### src/rtl/ssp_irq_pkg.sv
package ssp_irq_pkg;

    localparam int NUM_SRC = 4;

    typedef enum logic [1:0] {
        ADDR_MASK  = 2'd0,
        ADDR_RAW   = 2'd1,
        ADDR_MSTAT = 2'd2,
        ADDR_CLR   = 2'd3
    } reg_addr_e;

    // Bit 0 is the last member of the packed struct.
    typedef struct packed {
        logic tx_half_empty;
        logic rx_half_full;
        logic rx_idle;
        logic rx_overrun;
    } irq_vec_t;

    function automatic logic [31:0] widen(input irq_vec_t v);
        return {{(32-NUM_SRC){1'b0}}, v};
    endfunction

endpackage

### src/rtl/ssp_irq_latch.sv
module ssp_irq_latch (
    input  logic clk,
    input  logic rst,
    input  logic set_i,
    input  logic clr_i,
    output logic flag_o
);
    always_ff @(posedge clk) begin
        if (rst)        flag_o <= 1'b0;
        else if (set_i) flag_o <= 1'b1;
        else if (clr_i) flag_o <= 1'b0;
    end


    set_wins_chk: assert property (@(posedge clk) disable iff (rst) set_i |=> flag_o);

    clr_takes_chk: assert property (@(posedge clk) disable iff (rst) (clr_i && !set_i) |=> !flag_o);
endmodule

### src/rtl/ssp_irq_level.sv
module ssp_irq_level #(
    parameter int DEPTH = 8,
    parameter int CNT_W = $clog2(DEPTH + 1)
) (
    input  logic [CNT_W-1:0] rx_level,
    input  logic [CNT_W-1:0] tx_level,
    output logic             rx_half_full,
    output logic             tx_half_empty
);
    localparam int HALF = DEPTH / 2;

    assign rx_half_full  = (rx_level >= CNT_W'(HALF));
    assign tx_half_empty = (tx_level <= CNT_W'(HALF));
endmodule

### src/rtl/ssp_irq_timeout.sv
module ssp_irq_timeout #(
    parameter int DEPTH   = 8,
    parameter int CNT_W   = $clog2(DEPTH + 1),
    parameter int TO_BITS = 32
) (
    input  logic             clk,
    input  logic             rst,
    input  logic [CNT_W-1:0] rx_level,
    input  logic             rx_pop,
    input  logic             rx_frame_done,
    input  logic             bit_tick,
    output logic             expire_o
);
    localparam int TW = $clog2(TO_BITS + 1);

    logic [TW-1:0] idle_cnt;
    logic          rx_empty;
    logic          restart;

    assign rx_empty = (rx_level == '0);
    assign restart  = rx_pop | rx_frame_done;

    always_ff @(posedge clk) begin
        if (rst || rx_empty || restart)
            idle_cnt <= '0;
        else if (bit_tick && idle_cnt != TW'(TO_BITS))
            idle_cnt <= idle_cnt + 1'b1;
    end

    assign expire_o = !rx_empty && !restart && bit_tick && (idle_cnt == TW'(TO_BITS - 1));


    empty_hold_chk: assert property (@(posedge clk) disable iff (rst) rx_empty |=> (idle_cnt == '0));

    cnt_bound_chk: assert property (@(posedge clk) disable iff (rst) idle_cnt <= TW'(TO_BITS));

    restart_chk: assert property (@(posedge clk) disable iff (rst) restart |=> (idle_cnt == '0));
endmodule

### src/rtl/ssp_irq_regs.sv
module ssp_irq_regs
    import ssp_irq_pkg::*;
(
    input  logic        clk,
    input  logic        rst,
    input  logic        reg_wr,
    input  logic [1:0]  reg_addr,
    input  logic [31:0] reg_wdata,
    input  irq_vec_t    raw_i,
    output irq_vec_t    clr_o,
    output logic [31:0] reg_rdata,
    output logic        irq
);
    irq_vec_t mask_q;
    irq_vec_t masked;

    always_ff @(posedge clk) begin
        if (rst)
            mask_q <= '0;
        else if (reg_wr && reg_addr == ADDR_MASK)
            mask_q <= irq_vec_t'(reg_wdata[NUM_SRC-1:0]);
    end

    assign masked = raw_i & mask_q;
    assign irq    = |masked;
    assign clr_o  = (reg_wr && reg_addr == ADDR_CLR) ? irq_vec_t'(reg_wdata[NUM_SRC-1:0]) : '0;

    always_comb begin
        case (reg_addr)
            ADDR_MASK:  reg_rdata = widen(mask_q);
            ADDR_RAW:   reg_rdata = widen(raw_i);
            ADDR_MSTAT: reg_rdata = widen(masked);
            default:    reg_rdata = '0;
        endcase
    end


    no_mask_quiet_chk: assert property (@(posedge clk) disable iff (rst) (mask_q == '0) |-> !irq);

    ro_write_chk: assert property (@(posedge clk) disable iff (rst)
        (reg_wr && reg_addr != ADDR_MASK) |=> $stable(mask_q));
endmodule

### src/rtl/ssp_irq_status.sv
module ssp_irq_status
    import ssp_irq_pkg::*;
#(
    parameter int DEPTH   = 8,
    parameter int TO_BITS = 32,
    parameter int CNT_W   = $clog2(DEPTH + 1)
) (
    input  logic             clk,
    input  logic             rst,
    input  logic [CNT_W-1:0] rx_level,
    input  logic [CNT_W-1:0] tx_level,
    input  logic             rx_frame_done,
    input  logic             rx_pop,
    input  logic             bit_tick,
    input  logic             reg_wr,
    input  logic [1:0]       reg_addr,
    input  logic [31:0]      reg_wdata,
    output logic [31:0]      reg_rdata,
    output logic             irq
);
    irq_vec_t raw;
    irq_vec_t clr;
    logic     ovr_set;
    logic     idle_set;

    assign ovr_set = rx_frame_done && (rx_level == CNT_W'(DEPTH));

    ssp_irq_level #(.DEPTH(DEPTH), .CNT_W(CNT_W)) u_level (
        .rx_level      (rx_level),
        .tx_level      (tx_level),
        .rx_half_full  (raw.rx_half_full),
        .tx_half_empty (raw.tx_half_empty)
    );

    ssp_irq_timeout #(.DEPTH(DEPTH), .CNT_W(CNT_W), .TO_BITS(TO_BITS)) u_timeout (
        .clk           (clk),
        .rst           (rst),
        .rx_level      (rx_level),
        .rx_pop        (rx_pop),
        .rx_frame_done (rx_frame_done),
        .bit_tick      (bit_tick),
        .expire_o      (idle_set)
    );

    ssp_irq_latch u_ovr_latch (
        .clk    (clk),
        .rst    (rst),
        .set_i  (ovr_set),
        .clr_i  (clr.rx_overrun),
        .flag_o (raw.rx_overrun)
    );

    ssp_irq_latch u_idle_latch (
        .clk    (clk),
        .rst    (rst),
        .set_i  (idle_set),
        .clr_i  (clr.rx_idle),
        .flag_o (raw.rx_idle)
    );

    ssp_irq_regs u_regs (
        .clk       (clk),
        .rst       (rst),
        .reg_wr    (reg_wr),
        .reg_addr  (reg_addr),
        .reg_wdata (reg_wdata),
        .raw_i     (raw),
        .clr_o     (clr),
        .reg_rdata (reg_rdata),
        .irq       (irq)
    );


    ovr_cause_chk: assert property (@(posedge clk) disable iff (rst)
        $rose(raw.rx_overrun) |-> $past(rx_frame_done && rx_level == CNT_W'(DEPTH)));

    idle_nonempty_chk: assert property (@(posedge clk) disable iff (rst)
        $rose(raw.rx_idle) |-> $past(rx_level != '0));

    reserved_zero_chk: assert property (@(posedge clk) disable iff (rst) reg_rdata[31:NUM_SRC] == '0);
endmodule

### config.mk
export PLATFORM = sky130hd
export DESIGN_NAME = ssp_irq_status
export DESIGN_NICKNAME = d
export VERILOG_FILES = /design/src/rtl/ssp_irq_pkg.sv /design/src/rtl/ssp_irq_latch.sv /design/src/rtl/ssp_irq_level.sv /design/src/rtl/ssp_irq_timeout.sv /design/src/rtl/ssp_irq_regs.sv /design/src/rtl/ssp_irq_status.sv
export SDC_FILE = /design/constraint.sdc
export NUM_CORES = 1
export LEC_CHECK = 0
export CORE_MARGIN = 2
export CORE_UTILIZATION = 50
export DETAILED_ROUTE_END_ITERATION = 8
export DONT_BUFFER_PORTS = 1
export HOLD_SLACK_MARGIN = 0.1
export PLACE_DENSITY = 0.63
export SKIP_CTS_REPAIR_TIMING = 1
export SLEW_MARGIN = 15
export SYNTH_ARGS = -nofsm -noshare
export SYNTH_HDL_FRONTEND = slang
export SYNTH_SLANG_ARGS = --single-unit
export TNS_END_PERCENT = 100
### constraint.sdc
create_clock -name clk -period 1.35 [get_ports clk]
set_input_delay 0.135 -clock clk [delete_from_list [all_inputs] [get_ports clk]]
set_output_delay 0.135 -clock clk [all_outputs]
set_load 0.01 [all_outputs]
==> After elaboration in Yosys (flattened, before gate mapping) <==
Index checks and enable logic that the tools add are counted.
{ "classes": {"n_eq_ne": 6, "n_bitwise": 2, "order_cmp": 2, "muxes": 6, "reduce_logical": 16, "addsub": 1} }
{ "op_table": {"columns": ["cell", "n"], "rows": [
  ["one-hot mux 4 bit (3 select lines)", 1],
  ["logical AND 1 bit", 7],
  ["adder 6 x 1 -> 6 bit (second input constant)", 1],
  ["equality test 6 x 5 -> 1 bit (second input constant)", 1],
  ["!= test 6 bit (second input constant)", 1],
  ["bitwise AND 4 bit", 1],
  ["equality test 2 bit (second input constant)", 2],
  ["equality test 4 bit (second input constant)", 1],
  ["greater-or-equal comparator 4 x 3 -> 1 bit (second input constant)", 1],
  ["less-or-equal comparator 4 x 3 -> 1 bit (second input constant)", 1],
  ["zero test 4 bit", 1],
  ["2-to-1 mux 1 bit", 4],
  ["nonzero test 2 bit", 2],
  ["OR reduction 4 bit", 1],
  ["equality test 2 x 1 -> 1 bit (second input constant)", 1],
  ["zero test 1 bit", 2],
  ["zero test 2 bit", 1],
  ["logical OR 1 bit", 2],
  ["2-to-1 mux 2 bit", 1],
  ["OR 1 bit", 1]
]} }
{ "totals": {"register_bits": 12, "word_cells": 40} }

==> Logic depth before layout (Yosys ltp) <==
{ "depth": {"depth_word": 6, "mapped_depth": 4} }

==> Cells and area by module <==
A second synthesis with hierarchy kept.
{ "unflattened": {"hier_cells": 117, "hier_area_um2": 977.2} }
{ "modules_own_cells": {"columns": ["module", "area_each_um2", "cells_each", "instances"], "rows": [
  ["ssp_irq_regs", 528.0, 64, 1],
  ["ssp_irq_timeout", 340.3, 40, 1],
  ["ssp_irq_latch", 38.8, 4, 2],
  ["ssp_irq_level", 17.5, 3, 1],
  ["ssp_irq_status", 13.8, 2, 1]
]} }

==> Worst setup path after synthesis <==
No wires, ideal clock.
{ "synth_path": {"kind": "register to register", "start": "register u_timeout.idle_cnt[0]", "end": "register u_timeout.idle_cnt[0]", "arrival_ns": 1.079, "n_path_buf": 0, "stages_incl_launch_ff": 5, "period_less_slack_ns": 1.151, "setup_slack_ns": 0.199, "t_required_ns": 1.278, "path_cell_list": "dfxtp_1 -> inv_1 -> ha_1 -> a31oi_1 -> mux2i_1"} }
{ "synth_between": {"elab_chain_cells": 2, "word_cells_on_any_way": 3, "cone_classes": "1 x add/sub; 1 x eq/ne; 1 x reduce/logical"} }
{ "synth_lines": {"columns": ["element", "line", "rtl"], "rows": [
  ["from (decl)", "ssp_irq_timeout.sv:16", "logic [TW-1:0] idle_cnt;"],
  ["from (signal assigned)", "ssp_irq_timeout.sv:27", "idle_cnt <= idle_cnt + 1'b1;"],
  ["parallel branches: the longest is 2 deep, another holds adder 6 x 1 -> 6 bit", null, null]
]} }
Parallel ways; which one is timed is not known.
A chain may end at the register's enable or synchronous reset.

==> Worst setup path in the final report <==
Same ends and word-level chain as after synthesis.

==> impl_metrics.ini <==
[worst_setup_path]
crit_arrival_ns = 1.48
crit_path_top_delay_cell = dfxtp_1
end_kind = flip-flop
path_cells = inv_1 -> ha_1 -> a31oi_2 -> mux2i_1
path_max_fanout = 5
critPathKind = flip-flop to flip-flop
cp.required_ns = 1.54
critPathMaxStageDelay_ns = 0.40
startpoint = u_timeout.idle_cnt[0]$_SDFFE_PP0P_
worst_setup_path_start_kind = flip-flop
crit-reg2reg-launch = u_timeout.idle_cnt[0]$_SDFFE_PP0P_

[grt]
antenna_found_initial = 0
grt_usage_pct = 15.1
overflow = 0
grt_pass1_vias = 589
grt_start_max_net_pins = 9
grt_pass1_wl_mm = 2.32

[finish]
fin_util_pct = 55.8
antenna_cells = 0
drive_gt1_share_pct = 5.74
area_growth_pct = 5.11
mostFrequentLayoutCell = conb_1
fin_nets = 174
design_area_um2 = 952
final_cell_mix = conb_1, dfxtp_1, dlygate4sd3_1

[routing]
routed_wl_mm = 1.68
drc_errors = 0
vias = 732
first_pass_iters = 4
ant_nets = 0
via_per_inst = 4.98
drt-initial-drc-count = 16
wl_per_cell_um = 11.4

[sta]
finClkSkew_ns = 0.00128
setup_viol = 0
drv_slew = 0
hold_violations = 0
period_needed_ns = 1.28
post-route-period-util_pct = 95.1
fmax_mhz = 779

[yosys]
syn_inst = 111
yosys.area_share.simple_pct = 23.8
synth_top_area_share_pct = 26.5
synth_top_family_by_area = buffers and inverters
yosysWarnings = 0
ys_seq_elements = 12
synth_xor_area_share_pct = 1.93
async_flop_share_pct = 0
synth_area_leader_cell = dfxtp_1
ys.flop_type = dfxtp_1
synthAdderAreaFrac_pct = 2.76
synth_edf_count = 0
synth_mux_area_share_pct = 6.63
netlist_area_um2 = 906
synth_cell_types = 31
synth_area_leaders = dfxtp_1, buf_4, mux2i_1
synth-compound-area-share_pct = 12.6
syn_area_per_cell_um2 = 8.16
ys_seq_area_share_pct = 26.5

[clock_network]
clock_latency_ns = 0.26
cts.clk_slew.worst_paths_ns = 0.07
clock_path_buffers = 2
cts_max_level = 1
cts_tree = yes
cts_buffers = 3
cts_num_sinks = 12
cts-root-buf = clkbuf_4

[job]
max_cap_viol_count = 0

[place]
gp_congestion = 0.727
hpwl_mm = 1.26
port_buffers = 0
dpl_cell_area_um2 = 823

[floorplan]
io_pins = 81
row_count = 15
dieArea_um2 = 2170
dieWidth_um = 46.6
core_um2 = 1710
die_y_um = 46.6
start_util_pct = 53.0

[power_and_ir_drop]
power_density_nw_per_um2 = 722
power_leakage_nw = 0.380
p_total_mw = 0.687
ir_drop_uv = 444

[min_path]
min-delay-start = bit_tick
min_path_type = input pin to flip-flop

[status]
status = complete, no violations
[final timing paths]
check,end,slack (ns),depth (start not counted)
max reg2reg,u_timeout.idle_cnt[0]$_SDFFE_PP0P_,0.07,4
max,u_timeout.idle_cnt[0]$_SDFFE_PP0P_,0.07,4
min reg2reg,u_idle_latch.flag_o$_SDFFE_PP0P_,0.48,2
min,u_timeout.idle_cnt[2]$_SDFFE_PP0P_,0.09,3
[cell type report]
cell class | count | area (um^2)
Inverter | 4 | 15.0
Tap cell | 25 | 31.3
Clock buffer | 3 | 22.5
Multi-Input combinational cell | 93 | 543
Timing Repair Buffer | 10 | 100
Fill cell | 175 | 756
Sequential cell | 12 | 240
[stage by stage]
step	TNS (ns)	worst slack, ns	cells	hold slack, ns
after CTS	0	0.0379	137	-0.0750
after global placement	0	0.0798	134	0.206
final	0	0.0668	147	0.0901
after floorplan	0	0.199	138	0.204
after detailed placement	0	0.0577	134	0.208
after global routing	-0.0136	-0.0136	147	0.101
[cell families after synthesis]
group,after synthesis
xor gates and xnor gates,2
other,1
buffers and inverters,33
AOI/OAI and AO/OA,17
and+or+nand+nor,38
muxes,6
DFF,12
adders and majority gates,2
[power breakdown]
part,switching (mW),internal (mW)
Combinational,0.0737,0.0424
Sequential,0.00471,0.360
Clock,0.104,0.103
[layer usage]
| layer | track usage, % | wire length, um | vias up |
|---|---|---|---|
| li1 | - | - | 360 |
| met1 | 15.6 | 652 | 334 |
| met2 | 28.6 | 863 | 34 |
| met3 | 3.14 | 126 | 4 |
| met4 | 6.86 | 33 | 0 |
| met5 | 0 | 0 | - |
[registers in the layout (all words and copies together) (netlist names)]
signal / count
u_regs.mask_q: 4
u_timeout.idle_cnt: 6
u_idle_latch.flag_o: 1
u_ovr_latch.flag_o: 1
[cell usage after synthesis, types with 2 or more instances]
cell type and n:
mux2i_1 6, nor2_1 8, nand4_1 5, ha_1 2
a21oi_1 4, nand2b_1 2, or4_1 2, buf_4 28
inv_1 4, o21ai_0 5, dfxtp_1 12, nand3_1 4
a32o_1 3, xor2_1 2, nand2_1 8
[critical path, delay by kind of cell, from the launching register on]
kind	cells	cell delay, ns
buffers and inverters	1	0.08
adders and majority gates	1	0.23
DFF	1	0.40
AOI/OAI and AO/OA	1	0.28
muxes	1	0.22
Note: power is estimated with default switching activity, not from simulation.
